<file path="src/rtl/udiv_pkg.sv">
package udiv_pkg;

    typedef enum logic [0:0] {
        PH_IDLE = 1'b0,
        PH_RUN  = 1'b1
    } udiv_phase_e;

    // Bits needed to hold the value n (at least one).
    function automatic int unsigned bits_for(input int unsigned n);
        int unsigned w;
        w = 1;
        while ((1 << w) <= n) begin
            w++;
        end
        return w;
    endfunction

endpackage

</file>
<file path="src/rtl/udiv_ctrl.sv">
module udiv_ctrl
    import udiv_pkg::*;
#(
    parameter int unsigned WIDTH = 4
) (
    input  logic clk,
    input  logic rst,
    input  logic start,
    output logic load,
    output logic step_en,
    output logic busy,
    output logic done
);
    localparam int unsigned CNT_W = bits_for(WIDTH);
    localparam logic [CNT_W-1:0] STEPS = CNT_W'(WIDTH);
    localparam logic [CNT_W-1:0] ONE   = CNT_W'(1);

    udiv_phase_e      phase_q;
    logic [CNT_W-1:0] left_q;
    logic             done_q;

    assign load    = start && (phase_q == PH_IDLE);
    assign step_en = (phase_q == PH_RUN);
    assign busy    = (phase_q == PH_RUN);
    assign done    = done_q;

    always_ff @(posedge clk) begin
        if (rst) begin
            phase_q <= PH_IDLE;
            left_q  <= '0;
            done_q  <= 1'b0;
        end else begin
            done_q <= 1'b0;
            unique case (phase_q)
                PH_IDLE: begin
                    if (start) begin
                        phase_q <= PH_RUN;
                        left_q  <= STEPS;
                    end
                end
                PH_RUN: begin
                    left_q <= left_q - ONE;
                    if (left_q == ONE) begin
                        phase_q <= PH_IDLE;
                        done_q  <= 1'b1;
                    end
                end
                default: phase_q <= PH_IDLE;
            endcase
        end
    end
endmodule

</file>
<file path="src/rtl/udiv_step.sv">
module udiv_step #(
    parameter int unsigned WIDTH = 4
) (
    input  logic [WIDTH:0]   part_in,
    input  logic [WIDTH-1:0] acc_in,
    input  logic [WIDTH-1:0] dsr,
    output logic [WIDTH:0]   part_out,
    output logic [WIDTH-1:0] acc_out,
    output logic             went_neg
);
    localparam int unsigned PAIR_W = 2 * WIDTH + 1;

    logic [PAIR_W-1:0] pair_shl;
    logic [WIDTH:0]    top_bits;
    logic [WIDTH:0]    trial;
    logic [WIDTH:0]    dsr_ext;

    always_comb begin
        pair_shl = {part_in, acc_in} << 1;
        top_bits = pair_shl[PAIR_W-1:WIDTH];
        dsr_ext  = {1'b0, dsr};
        trial    = top_bits - dsr_ext;
        went_neg = trial[WIDTH];
        if (went_neg) begin
            // restore by adding the divisor back
            part_out = trial + dsr_ext;
            acc_out  = {pair_shl[WIDTH-1:1], 1'b0};
        end else begin
            part_out = trial;
            acc_out  = {pair_shl[WIDTH-1:1], 1'b1};
        end
    end
endmodule

</file>
<file path="src/rtl/udiv_datapath.sv">
module udiv_datapath #(
    parameter int unsigned WIDTH = 4
) (
    input  logic             clk,
    input  logic             rst,
    input  logic             load,
    input  logic             step_en,
    input  logic [WIDTH-1:0] dividend,
    input  logic [WIDTH-1:0] divisor,
    output logic [WIDTH-1:0] acc,
    output logic [WIDTH:0]   part,
    output logic             zero_dsr
);
    logic [WIDTH-1:0] acc_q;
    logic [WIDTH:0]   part_q;
    logic [WIDTH-1:0] dsr_q;
    logic             zero_q;
    logic [WIDTH-1:0] acc_nx;
    logic [WIDTH:0]   part_nx;
    logic             neg_unused;

    udiv_step #(.WIDTH(WIDTH)) i_step (
        .part_in  (part_q),
        .acc_in   (acc_q),
        .dsr      (dsr_q),
        .part_out (part_nx),
        .acc_out  (acc_nx),
        .went_neg (neg_unused)
    );

    always_ff @(posedge clk) begin
        if (rst) begin
            acc_q  <= '0;
            part_q <= '0;
            dsr_q  <= '0;
            zero_q <= 1'b0;
        end else if (load) begin
            acc_q  <= dividend;
            part_q <= '0;
            dsr_q  <= divisor;
            zero_q <= (divisor == '0);
        end else if (step_en) begin
            acc_q  <= acc_nx;
            part_q <= part_nx;
        end
    end

    assign acc      = acc_q;
    assign part     = part_q;
    assign zero_dsr = zero_q;
endmodule

</file>
<file path="src/rtl/restoring_udiv.sv">
module restoring_udiv #(
    parameter int unsigned WIDTH = 4
) (
    input  logic             clk,
    input  logic             rst,
    input  logic             start,
    input  logic [WIDTH-1:0] dividend,
    input  logic [WIDTH-1:0] divisor,
    output logic             busy,
    output logic             done,
    output logic [WIDTH-1:0] quotient,
    output logic [WIDTH-1:0] remainder,
    output logic             div_by_zero
);
    logic           load;
    logic           step_en;
    logic [WIDTH:0] part;
    logic           part_sign_unused;

    udiv_ctrl #(.WIDTH(WIDTH)) i_ctrl (
        .clk     (clk),
        .rst     (rst),
        .start   (start),
        .load    (load),
        .step_en (step_en),
        .busy    (busy),
        .done    (done)
    );

    udiv_datapath #(.WIDTH(WIDTH)) i_dp (
        .clk      (clk),
        .rst      (rst),
        .load     (load),
        .step_en  (step_en),
        .dividend (dividend),
        .divisor  (divisor),
        .acc      (quotient),
        .part     (part),
        .zero_dsr (div_by_zero)
    );

    assign remainder        = part[WIDTH-1:0];
    assign part_sign_unused = part[WIDTH];
endmodule

</file>
<file path="config.mk">
export PLATFORM = sky130hd
export DESIGN_NAME = restoring_udiv
export DESIGN_NICKNAME = d
export VERILOG_FILES = /design/src/rtl/udiv_pkg.sv /design/src/rtl/udiv_ctrl.sv /design/src/rtl/udiv_step.sv /design/src/rtl/udiv_datapath.sv /design/src/rtl/restoring_udiv.sv
export SDC_FILE = /design/constraint.sdc
export NUM_CORES = 1
export LEC_CHECK = 0
export BUFFER_PORTS_ARGS = -buffer_cell sky130_fd_sc_hd__buf_2
export CELL_PAD_IN_SITES_DETAIL_PLACEMENT = 0
export CELL_PAD_IN_SITES_GLOBAL_PLACEMENT = 1
export CORE_ASPECT_RATIO = 0.9
export CORE_MARGIN = 3
export CORE_UTILIZATION = 39
export DETAILED_ROUTE_END_ITERATION = 12
export PLACE_DENSITY = 0.83
export REMOVE_ABC_BUFFERS = 1
export SLEW_MARGIN = 20
export SYNTH_ARGS = -nofsm -noshare
export SYNTH_HDL_FRONTEND = slang
export SYNTH_SLANG_ARGS = --single-unit
</file>
<file path="constraint.sdc">
create_clock -name clk -period 3.2 [get_ports clk]
set_input_delay 0.64 -clock clk [delete_from_list [all_inputs] [get_ports clk]]
set_output_delay 0.64 -clock clk [all_outputs]
set_load 0.02 [all_outputs]
</file>
==> reports/summary.json <==
{
  "die-area_um2": 3229,
  "maxSlewHeadroom_pct": 78.37,
  "clock_sink_count": 18,
  "design.portCount": 22,
  "clock_path_buffers": 2,
  "mean_syn_cell_area_um2": 8.536,
  "final_min_period_over_clock_period_pct": 78.16,
  "share_of_the_synthesized_netlist_area_taken_by_xor_and_xnor_gates_pct": 4.348,
  "synth.area.top_cells": "sky130_fd_sc_hd__dfxtp_1, sky130_fd_sc_hd__ha_1, sky130_fd_sc_hd__a21oi_1",
  "synth-simple-area-share_pct": 18.76,
  "core.rowCount": 16,
  "wirelength_mm": 2.081,
  "p_clk_share_pct": 25.9,
  "synth.largest_area_cell": "sky130_fd_sc_hd__dfxtp_1",
  "synth_top_family_by_area": "simple AND/OR/NAND/NOR gates",
  "synth_edf_count": 0,
  "vias": 845,
  "drt_first_pass_iters": 3,
  "synth_cell_types": 32,
  "tritoncts.num_buffers": 3,
  "drt_iter0_drc": 13,
  "run_status": "completed",
  "post-route-min-period_ps": 2501,
  "worst_clock_skew_ps": 4.181,
  "critical_path_required_ps": 3390,
  "yosys_register_bits": 18,
  "power.net_switching_w": 0.0001800,
  "post-synth-top-count-cell": "sky130_fd_sc_hd__nor2_1",
  "synth.yosys.warnings": 0,
  "initial_core_util_pct": 43.75,
  "post-layout-total-power_w": 0.0005633,
  "yosys.area_share.adder_pct": 13.91,
  "critical_path_peak_fanout": 3,
  "cts_tree": "built",
  "async_reset_ff_share_pct": 0,
  "drive_gt1_share_pct": 22.86,
  "die_x_um": 59.57,
  "globalRoute.totalOverflow": 0,
  "routabilityCongestion": 0.8449,
  "timing_hold_violations_final": 0,
  "wl_met3_um": 113,
  "share_comb_of_total_power_pct": 29.6,
  "num-nets-final": 162,
  "internal-power_w": 0.0003833,
  "slew_violations": 0,
  "yosysTopAreaCellShare_pct": 35.78,
  "vdd.ir_drop.worst_uv": 372.1,
  "ys_dominant_reg_cell": "sky130_fd_sc_hd__dfxtp_1",
  "power_density_nw_per_um2": 478.4,
  "synth.cells.most_frequent": "sky130_fd_sc_hd__nor2_1, sky130_fd_sc_hd__dfxtp_1, sky130_fd_sc_hd__a21oi_1",
  "rsz0062_at_grt": "false",
  "power_switching_share_pct": 31.95,
  "p_leak_nw": 0.5483,
  "postCtsSetupRepairBufs": 0,
  "cells_after_synthesis": 118,
  "wl_per_cell_um": 12.46,
  "setup.worst_path.class": "flop to flop",
  "crit_path_start_kind": "flop",
  "layout_overhead_on_the_synthesized_area_pct": 16.89,
  "dpl.cell_count": 163,
  "global_route_wire_length_before_repair_mm": 3.408,
  "clk_transition_reported_paths_ps": 110,
  "detailed_place_hpwl_mm": 1.567,
  "holdCritPathClass": "flop to flop",
  "clk_root_buffer_cell": "sky130_fd_sc_hd__clkbuf_4",
  "die_h_um": 54.21,
  "wl_met1_um": 969,
  "worst-slew-pin-transition_ps": 323.2,
  "endpoint_kind": "flop",
  "grt_start_max_net_pins": 27,
  "synth-compound-area-share_pct": 15.90,
  "core_region_area_um2": 2302,
  "number_of_hold_buffers_added_after_cts": 0,
  "met2_length_um": 988,
  "max_freq_ghz": 0.3998,
  "finalNonFillerCells": 167,
  "dr.max_layer_used": "met4",
  "setup_viol_count_final": 0,
  "cts_resized": 0,
  "power.sequential.fraction_pct": 44.6,
  "worst_skew_late_latency_ps": 300,
  "final_layout_setup_total_negative_slack_ps": 0,
  "route.detailed.vias_per_inst": 5.060,
  "number_of_global_route_vias_before_repair": 797,
  "core_utilization_of_the_finished_layout_pct": 51.14,
  "synth.area.mux_share_pct": 5.963,
  "cts-htree-levels": 1,
  "drc": 0,
  "max_cap_viol_count": 0,
  "antenna_cells_inserted": 0,
  "numPortBuffers": 21,
  "antenna_found_initial": 0,
  "track_usage_pct": 14.09,
  "yosysSeqAreaShare_pct": 35.78,
  "cp.arrival_ps": 2690,
  "number_of_routed_nets_with_antenna_violations": 0,
  "synth.cell_area_um2": 1007
}
==> stage by stage <==
step	area [µm²]	worst slack, ps	hold WS, ps
final	1177	698.9	497.2
after global routing	1177	486.0	506.3
after CTS	1177	696.4	498.3
after detailed placement	1141	731.6	481.7
after global placement	1141	800.2	465.9
after floorplan	987.2	759.8	444.0
==> state kept, by name, summed over array words and instances, names as in the netlist <==
name and count:
i_dp.part 4, i_ctrl.left_q 3, i_dp.dsr_q 4, i_dp.zero_dsr 1, i_ctrl.busy 1, i_ctrl.done 1, i_dp.acc 4
==> worst max-delay path, cell delays in order (launching register included) <==
cell,delay (ps)
sky130_fd_sc_hd__dfxtp_1,340
sky130_fd_sc_hd__inv_1,50
sky130_fd_sc_hd__ha_1,220
sky130_fd_sc_hd__inv_1,80
sky130_fd_sc_hd__fa_1,440
sky130_fd_sc_hd__xor2_1,200
sky130_fd_sc_hd__ha_1,330
sky130_fd_sc_hd__a21oi_1,190
sky130_fd_sc_hd__a21oi_1,100
sky130_fd_sc_hd__a211oi_2,210
sky130_fd_sc_hd__xnor2_1,140
sky130_fd_sc_hd__a21oi_1,80
==> layout make-up <==
| cell class | count | area (µm²) |
|---|---|---|
| Fill cell | 227 | 1125 |
| Multi-Input combinational cell | 86 | 593.1 |
| Sequential cell | 18 | 360.3 |
| Timing Repair Buffer | 23 | 120.1 |
| Clock buffer | 4 | 36.28 |
| Inverter | 9 | 33.78 |
| Tap cell | 27 | 33.78 |
==> path summary, 6_finish.rpt <==
| path | from | end | slack [ps] | cells past startpoint |
|---|---|---|---|---|
| worst min register to register | i_ctrl.left_q[2] | i_ctrl.done | 500 | 1 |
| worst min-delay path | i_ctrl.left_q[2] | i_ctrl.done | 500 | 1 |
| worst max-delay path | i_dp.acc[3] | i_dp.part[3] | 700 | 11 |
| worst max register to register | i_dp.acc[3] | i_dp.part[3] | 700 | 11 |
==> power groups by stage <==
stage	logic (W)	clock network (W)	registers, W
2_1_floorplan	0.000108	0	0.000270
3_3_place_gp	0.000164	0	0.000255
3_5_place_dp	0.000167	0	0.000256
4_1_cts	0.000168	0.000151	0.000251
5_1_grt	0.000186	0.000155	0.000253
6_report	0.000167	0.000146	0.000251
==> layout by cell type, fill, tap and decap left out, types with 3 or more instances in the layout <==
cell type	instances
sky130_fd_sc_hd__xnor2_1	3
sky130_fd_sc_hd__ha_1	8
sky130_fd_sc_hd__inv_1	8
sky130_fd_sc_hd__o21ai_0	3
sky130_fd_sc_hd__nor3_1	3
sky130_fd_sc_hd__nor2_1	22
sky130_fd_sc_hd__mux2i_1	6
sky130_fd_sc_hd__buf_2	21
sky130_fd_sc_hd__dfxtp_1	18
sky130_fd_sc_hd__a21oi_1	17
sky130_fd_sc_hd__clkbuf_4	3
==> metal layers <==
metal,up-vias,GRT usage [%]
met5,-,0
met4,0,2.952
met3,2,4.245
met2,16,24.36
met1,375,17.46
li1,452,-
==> kinds of logic (layout without fill, tap and decap cells) <==
group,after synthesis,in the layout
buffers and inverters,14,36
flip-flops,18,18
adder cells (fa/ha/maj),10,10
AO/OA/AOI/OAI,27,27
AND/OR/NAND/NOR,38,38
multiplexers,6,6
XOR/XNOR,5,5
(Power assumes the default switching activity.)
